$ cat config.mk
export PLATFORM = sky130hd
export DESIGN_NAME = addr_latch_demux
export DESIGN_NICKNAME = d
export VERILOG_FILES = /design/src/rtl/al_pkg.sv /design/src/rtl/al_mode_decode.sv /design/src/rtl/al_addr_decode.sv /design/src/rtl/al_store_bank.sv /design/src/rtl/addr_latch_demux.sv
export SDC_FILE = /design/constraint.sdc
export NUM_CORES = 1
export LEC_CHECK = 0
export ABC_CLOCK_PERIOD_IN_PS = 800
export BUFFER_PORTS_ARGS = -buffer_cell sky130_fd_sc_hd__buf_2
export CAP_MARGIN = 20
export CORE_AREA = 5 5 42 44
export CTS_CLUSTER_DIAMETER = 80
export CTS_CLUSTER_SIZE = 14
export DETAILED_ROUTE_END_ITERATION = 16
export DIE_AREA = 0 0 47 49
export HOLD_SLACK_MARGIN = 0.02
export PLACE_DENSITY = 0.68
export SYNTH_ARGS = -nofsm -noshare
export SYNTH_HDL_FRONTEND = slang
export SYNTH_HIERARCHICAL = 1
export SYNTH_SLANG_ARGS = --single-unit
$ cat constraint.sdc
create_clock -name clk -period 0.8 [get_ports clk]
set_input_delay 0 -clock clk [delete_from_list [all_inputs] [get_ports clk]]
set_output_delay 0 -clock clk [all_outputs]
set_load 0.005 [all_outputs]
$ cat src/rtl/al_pkg.sv
// Shared types for the addressable bit register.
// Assumes a two-bit mode code decoded from two active-low controls.
package al_pkg;
    typedef enum logic [1:0] {
        MODE_WRITE  = 2'd0,
        MODE_HOLD   = 2'd1,
        MODE_DECODE = 2'd2,
        MODE_CLEAR  = 2'd3
    } al_mode_e;
endpackage

$ cat src/rtl/al_mode_decode.sv
// Maps the two active-low controls to an operating mode.
// Assumes the controls are already synchronous to clk.
module al_mode_decode
    import al_pkg::*;
(
    input  logic     en_n,
    input  logic     clr_n,
    output al_mode_e mode
);
    // Purpose: translate {en_n, clr_n} into the mode code.
    always_comb begin
        unique case ({en_n, clr_n})
            2'b01:   mode = MODE_WRITE;
            2'b11:   mode = MODE_HOLD;
            2'b00:   mode = MODE_DECODE;
            default: mode = MODE_CLEAR;
        endcase
    end
endmodule

$ cat src/rtl/al_addr_decode.sv
// Binary address to one-hot select, bit k set for address k.
// Assumes NBITS equals 2**ADDR_W.
module al_addr_decode #(
    parameter int ADDR_W = 3,
    localparam int NBITS = 1 << ADDR_W
) (
    input  logic [ADDR_W-1:0] addr,
    output logic [NBITS-1:0]  sel
);
    for (genvar k = 0; k < NBITS; k++) begin : g_sel
        // Purpose: raise select line k when the address equals k.
        always_comb sel[k] = (addr == ADDR_W'(k));
    end
endmodule

$ cat src/rtl/al_store_bank.sv
// Bank of storage flops.
// Each element takes its next value from the mode, its select line and din.
// Assumes sel is one-hot and mode is decoded in the same cycle.
module al_store_bank
    import al_pkg::*;
#(
    parameter int NBITS = 8
) (
    input  logic             clk,
    input  logic             rst_n,
    input  al_mode_e         mode,
    input  logic [NBITS-1:0] sel,
    input  logic             din,
    output logic [NBITS-1:0] q
);
    logic [NBITS-1:0] q_nxt;

    for (genvar i = 0; i < NBITS; i++) begin : g_elem
        // Purpose: choose the next value of element i from the current mode.
        always_comb begin
            unique case (mode)
                MODE_WRITE:  q_nxt[i] = sel[i] ? din : q[i];
                MODE_HOLD:   q_nxt[i] = q[i];
                MODE_DECODE: q_nxt[i] = sel[i] & din;
                default:     q_nxt[i] = 1'b0;
            endcase
        end
    end

    // Purpose: register the bank with a synchronous clear.
    always_ff @(posedge clk) begin
        if (!rst_n) q <= '0;
        else        q <= q_nxt;
    end

    AST_RESET_CLEARS: assert property (@(posedge clk) !rst_n |=> (q == '0));
    AST_WRITE_KEEPS_OTHERS: assert property (@(posedge clk) disable iff (!rst_n)
        (mode == MODE_WRITE) |=> ((q & ~$past(sel)) == ($past(q) & ~$past(sel))));
    AST_HOLD_STABLE: assert property (@(posedge clk) disable iff (!rst_n)
        (mode == MODE_HOLD) |=> $stable(q));
    AST_DECODE_ONEHOT: assert property (@(posedge clk) disable iff (!rst_n)
        (mode == MODE_DECODE) |=> $onehot0(q));
    AST_CLEAR_ZERO: assert property (@(posedge clk) disable iff (!rst_n)
        (mode == MODE_CLEAR) |=> (q == '0));
endmodule

$ cat src/rtl/addr_latch_demux.sv
// Addressable bit register with a decode mode.
// Four modes come from two active-low controls; all inputs are sampled on the
// rising edge. Assumes addr changes only in hold cycles.
module addr_latch_demux
    import al_pkg::*;
#(
    parameter int ADDR_W = 3,
    localparam int NBITS = 1 << ADDR_W
) (
    input  logic              clk,
    input  logic              rst_n,
    input  logic              en_n,
    input  logic              clr_n,
    input  logic              din,
    input  logic [ADDR_W-1:0] addr,
    output logic [NBITS-1:0]  q
);
    al_mode_e         mode;
    logic [NBITS-1:0] sel;

    al_mode_decode u_mode (
        .en_n  (en_n),
        .clr_n (clr_n),
        .mode  (mode)
    );

    al_addr_decode #(.ADDR_W(ADDR_W)) u_sel (
        .addr (addr),
        .sel  (sel)
    );

    al_store_bank #(.NBITS(NBITS)) u_bank (
        .clk   (clk),
        .rst_n (rst_n),
        .mode  (mode),
        .sel   (sel),
        .din   (din),
        .q     (q)
    );

    AST_ADDR_ONLY_IN_HOLD: assert property (@(posedge clk) disable iff (!rst_n)
        (mode != MODE_HOLD) |-> $stable(addr));
    AST_DECODE_HITS_ADDR: assert property (@(posedge clk) disable iff (!rst_n)
        (mode == MODE_DECODE) |=> (q[$past(addr)] == $past(din)));
endmodule

==> results.json, run 1 <==
{
  "post_cts_hold_buffer_count": 0,
  "postRouteWirelength_um": 894,
  "timing.final.hold_violations": 0,
  "maxSlewViolCount": 0,
  "grt_setup_unrepaired": "yes",
  "globalRouteTotalUtil_pct": 8.82,
  "clockBufferDepth": 2,
  "path_clk_slew_ns": 0.05,
  "actual_slew_at_the_worst_max_slew_pin_ns": 0.240,
  "remaining_drc_errors": 0,
  "vias": 357,
  "synth_sequential_area_ratio_pct": 34.6,
  "placement.io_buffers": 15,
  "route.detailed.wl_per_inst_um": 10.8,
  "slew-limit-headroom_pct": 84.0,
  "root_buffer_master": "sky130_fd_sc_hd__clkbuf_4",
  "hpwlAfterDp_um": 656,
  "drt-pass1-iter-count": 2,
  "share_of_the_cycle_needed_by_the_critical_path_after_routing_pct": 93.3,
  "yosys.area_share.adder_pct": 0,
  "die_h_um": 49,
  "io_pins": 16,
  "maxCapViolCount": 0,
  "number_of_global_route_vias_before_repair": 347,
  "synth_simple_gate_area_share_pct": 46.5,
  "floorplan.rows": 14,
  "swShare_pct": 22.7,
  "fin_worst_hold_slack_ns": 0.0503,
  "insertion_delay_ns": 0.25,
  "status": "complete, no violations",
  "synth_top_family_by_area": "simple AND/OR/NAND/NOR gates",
  "post_route_cells_drive_above_1_share_pct": 32.8,
  "finalCoreUtilization_pct": 41.2,
  "timing.fmax_ghz": 1.34,
  "clock_tree_from_tritoncts": "built",
  "comb_power_share_pct": 12.4,
  "synth.avg_cell_area_um2": 9.26,
  "die-width_um": 47,
  "core_region_area_um2": 1400,
  "layout_top_registers": "u_bank/q x8",
  "cts_post_setup_buffers_inserted": 0,
  "clock_power_share_pct": 37.5,
  "final-setup-viol-count": 0,
  "post_synth_num_cell_types": 10,
  "grt_first_pass_wirelength_um": 1470,
  "initial_core_util_pct": 33.0,
  "grt_overflow": 0,
  "worstPathCellList": "nor2b_1 > mux2i_1 > nor2b_1",
  "number_of_sinks_driven_by_the_clock_tree": 8,
  "largest-register": "u_bank/q",
  "seq_power_share_pct": 50.1,
  "max-vdd-ir-drop_mv": 0.744,
  "cts_htree_levels": 1,
  "globalplace.congestion": 0.673,
  "timing.critical_path.arrival_ns": 0.89,
  "vias_per_cell": 4.30,
  "synth.area.mux_share_pct": 17.3,
  "longest_individual_stage_delay_on_the_worst_path_ns": 0.30,
  "postRouteAntennaNets": 0,
  "synth.ff_latch_count": 8,
  "antenna_violations_before_repair": 0,
  "antenna_cells": 0,
  "cpMostUsedCell": "sky130_fd_sc_hd__nor2b_1",
  "ys.warnings.count": 6,
  "grt_max_degree": 9,
  "criticalPathCategory": "reg -> reg",
  "critical_path_top_delay_cell": "sky130_fd_sc_hd__dfxtp_1",
  "cts_buffers": 3,
  "synth_fp_nets": 58,
  "initialDrtViolationCount": 4,
  "nets": 77,
  "postSynthCellCount": 50,
  "syn2layout_area_growth_pct": 24.6,
  "static-leakage-power_nw": 0.298,
  "post_cts_resize_count": 0,
  "pd_cells_nw_per_um2": 1410,
  "dieArea_um2": 2300,
  "synthesis.area_um2": 463,
  "number_of_flip_flops_under_the_largest_register_name": 8,
  "report.power.total_uw": 812,
  "crit_required_ns": 0.94,
  "power.internal_uw": 628,
  "fin_skew_ns": 0,
  "power.switching_uw": 184,
  "hold_path_class": "in -> reg",
  "synthXorXnorAreaFrac_pct": 0,
  "timing.critical_path.from_type": "flop",
  "endpoint_kind": "flop",
  "area_fraction_in_compound_gates_after_synthesis_pct": 0,
  "max_fo_critical_path": 2,
  "layout_min_cycle_time_ns": 0.747
}
final timing paths:
check | from | to | slack, ns | depth (start not counted)
min | rst_n | u_bank/q[4] | 0.05 | 2
max | u_bank/q[7] | u_bank/q[7] | 0.05 | 3
max reg2reg | u_bank/q[7] | u_bank/q[7] | 0.05 | 3
min reg2reg | u_bank/q[3] | u_bank/q[3] | 0.64 | 3
cells in the final DEF, fill, tap and decap left out, drive strengths merged:
cell	instances
nor3	1
nor3b	3
inv	1
nor2b	16
buf	15
and3	1
and3b	3
clkbuf	3
mux2i	8
nand2b	8
dfxtp	8
per-stage QoR:
step	TNS, ns	instances	setup WS (ns)	area, um^2
floorplan	0	50	0.103	463
finish	0	83	0.0534	577
detailed placement	-0.0152	80	-0.00661	554
global route	-0.0266	83	-0.0157	577
global placement	-0.0154	80	-0.00825	554
CTS	0	83	0.0474	577
power groups by stage:
stage / Clock (mW) / Combinational (mW) / Sequential, mW
after floorplan: 0 / 0.0544 / 0.416
after global placement: 0 / 0.101 / 0.415
after detailed placement: 0 / 0.101 / 0.415
after CTS: 0.321 / 0.102 / 0.407
after global routing: 0.340 / 0.112 / 0.407
final: 0.305 / 0.101 / 0.407
cell families (layout without fill, tap and decap cells):
| family | count (synthesis) | count (layout) |
|---|---|---|
| mux | 8 | 8 |
| simple gates | 32 | 32 |
| buf+inv | 2 | 19 |
| flops | 8 | 8 |
layout make-up:
cell class | instances | area [um^2]
well taps | 16 | 20.0
fillers | 152 | 825
clock buffers | 3 | 22.5
repair buffers | 15 | 75.1
multi-input cells | 40 | 295
inverters | 1 | 3.75
flip-flops and latches | 8 | 160
cells in the mapped netlist:
master,instances,area share (%)
sky130_fd_sc_hd__nor2b_1,16,22
sky130_fd_sc_hd__dfxtp_1,8,35
sky130_fd_sc_hd__mux2i_1,8,17
sky130_fd_sc_hd__nand2b_1,8,11
sky130_fd_sc_hd__and3b_2,3,6.5
sky130_fd_sc_hd__nor3b_1,3,4.9
sky130_fd_sc_hd__and3_2,1,1.6
sky130_fd_sc_hd__clkbuf_1,1,0.81
sky130_fd_sc_hd__inv_1,1,0.81
sky130_fd_sc_hd__nor3_1,1,1.1
worst max-delay path, delay by kind of cell, from the launching register on:
kind	cells	cell delay, ns
DFF	1	0.30
and+or+nand+nor	2	0.18
muxes	1	0.15
routing by layer:
| layer | vias to the layer above | global-route usage (%) | routed length, um | share of wire (%) |
|---|---|---|---|---|
| met3 | 2 | 1.85 | 69 | 7.7 |
| met1 | 145 | 12.4 | 460 | 51 |
| met2 | 12 | 10.4 | 341 | 38 |
| met5 | - | 0 | 0 | 0 |
| met4 | 0 | 8.29 | 22 | 2.5 |
| li1 | 198 | - | - | - |
No activity file was read; power rests on OpenSTA's default activity.
==> run 2: changes to the inputs <==
--- a/config.mk
+++ b/config.mk
@@ -14,7 +14,6 @@
 export DETAILED_ROUTE_END_ITERATION = 16
 export DIE_AREA = 0 0 47 49
 export HOLD_SLACK_MARGIN = 0.02
-export PLACE_DENSITY = 0.68
 export SYNTH_ARGS = -nofsm -noshare
 export SYNTH_HDL_FRONTEND = slang
 export SYNTH_HIERARCHICAL = 1
==> run 2 against run 1 <==
  * Utilization is 1.3 points higher
  * Die area stayed put
  * Combinational power increased by 4%
  * Critical path depth unchanged
  * Critical endpoint is now u_bank/q[5]
  * Largest cell class unchanged
  * Largest power group unchanged
==> results.json, run 2 (same netlist as run 1, synthesis figures left out) <==
{
  "status": "complete, no violations",
  "globalRouteTotalUtil_pct": 10.0,
  "final-setup-viol-count": 0,
  "postRouteWirelength_um": 930,
  "vias_per_cell": 4.47,
  "antenna_cells": 0,
  "power.internal_uw": 629,
  "number_of_flip_flops_under_the_largest_register_name": 8,
  "root_buffer_master": "sky130_fd_sc_hd__clkbuf_4",
  "instances_no_fill": 83,
  "comb_power_share_pct": 13.0,
  "clock_power_share_pct": 36.6,
  "placedCellCount": 80,
  "remaining_drc_errors": 0,
  "initial_core_util_pct": 33.0,
  "pd_cells_nw_per_um2": 1360,
  "dieArea_um2": 2300,
  "slew-limit-headroom_pct": 74.9,
  "floorplan.rows": 14,
  "max-vdd-ir-drop_mv": 0.723,
  "vias": 371,
  "clockBufferDepth": 2,
  "hpwlAfterDp_um": 692,
  "number_of_global_route_vias_before_repair": 377,
  "path_clk_slew_ns": 0.05,
  "grt_overflow": 0,
  "cts_buffers": 3,
  "share_of_the_cycle_needed_by_the_critical_path_after_routing_pct": 93.0,
  "globalplace.congestion": 0.681,
  "static-leakage-power_nw": 0.299,
  "cts_htree_levels": 1,
  "layout_top_registers": "u_bank/q x8",
  "grt_setup_unrepaired": "yes",
  "endpoint_kind": "flop",
  "power.switching_uw": 179,
  "nets": 77,
  "timing.fmax_ghz": 1.34,
  "swShare_pct": 22.1,
  "die-width_um": 47,
  "antenna_violations_before_repair": 0,
  "grt_first_pass_wirelength_um": 1620,
  "layout.cells.most_common": "sky130_fd_sc_hd__buf_2",
  "actual_slew_at_the_worst_max_slew_pin_ns": 0.376,
  "fin_skew_ns": 0,
  "cts_post_setup_buffers_inserted": 0,
  "criticalPathCategory": "reg -> reg",
  "syn2layout_area_growth_pct": 28.4,
  "seq_power_share_pct": 50.4,
  "timing.critical_path.arrival_ns": 0.88,
  "grt_max_degree": 9,
  "postRouteAntennaNets": 0,
  "maxCapViolCount": 0,
  "initialDrtViolationCount": 1,
  "layout_min_cycle_time_ns": 0.744,
  "final_cell_mix": "sky130_fd_sc_hd__buf_2 (15), sky130_fd_sc_hd__nor2b_1 (14), sky130_fd_sc_hd__nand2b_1 (8), sky130_fd_sc_hd__mux2i_1 (8), sky130_fd_sc_hd__dfxtp_1 (6)",
  "io_pins": 16,
  "post_route_cells_drive_above_1_share_pct": 38.8,
  "max_fo_critical_path": 2,
  "drt-pass1-iter-count": 2,
  "largest-register": "u_bank/q",
  "insertion_delay_ns": 0.25,
  "timing.critical_path.from_type": "flop",
  "core_region_area_um2": 1400,
  "finalSetupTns_ns": 0,
  "timing.final.hold_violations": 0,
  "placement.io_buffers": 15,
  "maxSlewViolCount": 0,
  "hold_path_class": "in -> reg",
  "die_h_um": 49,
  "clock_tree_from_tritoncts": "built",
  "crit_required_ns": 0.94,
  "number_of_sinks_driven_by_the_clock_tree": 8,
  "route.detailed.wl_per_inst_um": 11.2
}
## run 2: cell counts in the layout (fill, tap and decap cells not counted)
No cell type changed its count.
## run 2: stage by stage
stage	power [mW]	util, %	instance area (um^2)	worst slack [ns]	hold WS (ns)
3_5_place_dp	0.517	39.6	554	-0.0146	0.315
5_1_grt	0.873	42.4	594	-0.0378	0.0602
6_report	0.808	42.4	594	0.0562	0.0536
2_1_floorplan	0.470	-	463	0.103	0.128
3_3_place_gp	0.518	39.6	554	0.00638	0.324
4_1_cts	0.829	41.2	577	0.0509	0.0489
## run 2: worst paths after layout
check / end / from / cells past startpoint / slack [ns]
max: u_bank/q[5] / u_bank/q[5] / 3 / 0.06
min: u_bank/q[0] / rst_n / 2 / 0.05
max reg2reg: u_bank/q[5] / u_bank/q[5] / 3 / 0.06
min reg2reg: u_bank/q[1] / u_bank/q[1] / 3 / 0.63
## run 2: cell type report
class	count	area, um^2
fill	155	807
inverter	1	3.75
timing repair buffer	15	75.1
multi-input combinational	40	310
sequential	8	163
tap	16	20.0
clock buffer	3	22.5
## run 2: layer usage
layer	part of all wire [%]	up-vias	routed length, um	GRT usage [%]
met5	0	-	0	0
met4	1.4	0	13	8.29
met3	7.8	2	73	4.43
met2	44	9	410	12.7
met1	47	160	433	12.3
li1	-	200	-	-
## run 2: timing repair
item,4_1_cts,5_1_grt
resized for setup,0,6
hold buffers,0,0
setup endpoints to repair,0,3
## run 2: power groups by stage
| stage | registers, mW | logic (mW) | clock network [mW] |
|---|---|---|---|
| floorplan | 0.416 | 0.0544 | 0 |
| global placement | 0.415 | 0.103 | 0 |
| detailed placement | 0.415 | 0.102 | 0 |
| CTS | 0.407 | 0.103 | 0.320 |
| global route | 0.407 | 0.117 | 0.348 |
| finish | 0.407 | 0.105 | 0.295 |
## run 2: critical path, cell delays in order (launching register included)
cell                      delay, ns
sky130_fd_sc_hd__dfxtp_2       0.31
sky130_fd_sc_hd__nor2b_4       0.11
sky130_fd_sc_hd__mux2i_1       0.14
sky130_fd_sc_hd__nor2b_1       0.06
==> run 3: changes to the inputs <==
--- a/config.mk
+++ b/config.mk
@@ -6,7 +6,7 @@
 export NUM_CORES = 1
 export LEC_CHECK = 0
 export ABC_CLOCK_PERIOD_IN_PS = 800
-export BUFFER_PORTS_ARGS = -buffer_cell sky130_fd_sc_hd__buf_2
+export BUFFER_PORTS_ARGS = -buffer_cell sky130_fd_sc_hd__buf_4
 export CAP_MARGIN = 20
 export CORE_AREA = 5 5 42 44
 export CTS_CLUSTER_DIAMETER = 80
@@ -14,6 +14,7 @@
 export DETAILED_ROUTE_END_ITERATION = 16
 export DIE_AREA = 0 0 47 49
 export HOLD_SLACK_MARGIN = 0.02
+export SKIP_LAST_GASP = 1
 export SYNTH_ARGS = -nofsm -noshare
 export SYNTH_HDL_FRONTEND = slang
 export SYNTH_HIERARCHICAL = 1
==> run 3 against run 2 <==
  * Worst setup slack worse by 0.021 ns
  * Wire length is 1.9% higher
  * Register-to-register slack worse by 0.02 ns
  * Largest cell class unchanged
==> results.json, run 3 (same netlist as run 1, synthesis figures left out) <==
{
  "drt-pass1-iter-count": 4,
  "final-setup-viol-count": 0,
  "pd_cells_nw_per_um2": 1300,
  "hold_path_class": "in -> reg",
  "dieArea_um2": 2300,
  "cts_buffers": 3,
  "report.power.total_uw": 832,
  "slew-limit-headroom_pct": 76.1,
  "path_clk_slew_ns": 0.05,
  "largest-register": "u_bank/q",
  "maxSlewViolCount": 0,
  "timing.final.hold_violations": 0,
  "maxCapViolCount": 0,
  "die_h_um": 49,
  "insertion_delay_ns": 0.25,
  "die-width_um": 47,
  "root_buffer_master": "sky130_fd_sc_hd__clkbuf_4",
  "endpoint_kind": "flop",
  "antenna_violations_before_repair": 0,
  "antenna_cells": 0,
  "grt_setup_unrepaired": "yes",
  "grt_max_degree": 9,
  "timing.fmax_ghz": 1.31,
  "vias_per_cell": 4.55,
  "grt_first_pass_wirelength_um": 1480,
  "grt_overflow": 0,
  "route.detailed.wl_per_inst_um": 11.3,
  "sequential_cell_area_um2": 163,
  "max-vdd-ir-drop_mv": 0.776,
  "status": "complete, no violations",
  "multi_input_gate_area_um2": 310,
  "max_fo_critical_path": 2,
  "io_pins": 16,
  "placement.io_buffers": 15,
  "remaining_drc_errors": 0,
  "syn2layout_area_growth_pct": 38.6,
  "cts_htree_levels": 1,
  "actual_slew_at_the_worst_max_slew_pin_ns": 0.358,
  "criticalPathCategory": "reg -> reg",
  "static-leakage-power_nw": 0.309,
  "floorplan.rows": 14,
  "crit_required_ns": 0.93,
  "layout_min_cycle_time_ns": 0.764,
  "core_region_area_um2": 1400,
  "instances_no_fill": 84,
  "initialDrtViolationCount": 3,
  "globalRouteTotalUtil_pct": 9.15,
  "final_cell_mix": "sky130_fd_sc_hd__buf_4 (15), sky130_fd_sc_hd__nor2b_1 (14), sky130_fd_sc_hd__nand2b_1 (8), sky130_fd_sc_hd__mux2i_1 (8), sky130_fd_sc_hd__dfxtp_1 (6)",
  "initial_core_util_pct": 33.0,
  "layout_top_registers": "u_bank/q x8",
  "post_route_cells_drive_above_1_share_pct": 38.2,
  "clock_tree_from_tritoncts": "built",
  "placedCellCount": 80,
  "number_of_flip_flops_under_the_largest_register_name": 8,
  "nets": 78,
  "number_of_sinks_driven_by_the_clock_tree": 8,
  "share_of_the_cycle_needed_by_the_critical_path_after_routing_pct": 95.5,
  "finalSetupTns_ns": 0,
  "timing.critical_path.from_type": "flop",
  "fin_worst_hold_slack_ns": 0.0871,
  "postRouteAntennaNets": 0,
  "globalplace.congestion": 0.662,
  "fillers": 146,
  "postRouteWirelength_um": 948,
  "clockBufferDepth": 2,
  "layout.cells.most_common": "sky130_fd_sc_hd__buf_4",
  "timing.critical_path.arrival_ns": 0.90,
  "fin_skew_ns": 0,
  "vias": 382,
  "number_of_global_route_vias_before_repair": 344
}
[run 3: stage by stage]
stage,area [um^2],utilization [%],setup WS (ns)
2_1_floorplan,463,-,0.103
3_3_place_gp,592,42.2,0.00234
3_5_place_dp,592,42.2,0.00152
4_1_cts,624,44.6,0.0543
5_1_grt,642,45.8,-0.0633
6_report,642,45.8,0.0357
[run 3: final timing paths]
kind	start	to	slack, ns	cells past startpoint
max reg2reg	u_bank/q[2]	u_bank/q[2]	0.04	3
min reg2reg	u_bank/q[5]	u_bank/q[5]	0.64	3
max	u_bank/q[2]	u_bank/q[2]	0.04	3
min	din	u_bank/q[1]	0.09	3
[run 3: worst max-delay path, cell delays in order (launching register included)]
cell                      delay (ns)
sky130_fd_sc_hd__dfxtp_2        0.32
sky130_fd_sc_hd__nor2b_4        0.11
sky130_fd_sc_hd__mux2i_1        0.15
sky130_fd_sc_hd__nor2b_1        0.07
[run 3: power breakdown]
part	leakage (nW)	internal (mW)	total [mW]	switching [mW]
logic	0.229	0.0693	0.122	0.0524
registers	0.0656	0.405	0.407	0.00252
clock network	0.0138	0.171	0.303	0.132
[run 3: what timing repair did]
action / 4_1_cts / 5_1_grt
buffers inserted: 0 / 0
hold buffers: 1 / 0
hold endpoints to repair: 1 / 0
setup endpoints to repair: 0 / 2
resized for setup: 0 / 5
[run 3: routing by layer]
metal / part of all wire (%) / routed length, um / track usage, %
met5: 0 / 0 / 0
met4: 1.1 / 10 / 6.91
met3: 5.9 / 56 / 4.06
met2: 43 / 407 / 10.9
met1: 50 / 473 / 12.3
[run 3: cell type report]
class	instances	share of cell area [%]
clock buffers	3	3.51
inverters	1	0.585
multi-input cells	40	48.3
flip-flops and latches	8	25.3
well taps	16	3.12
repair buffers	16	19.1
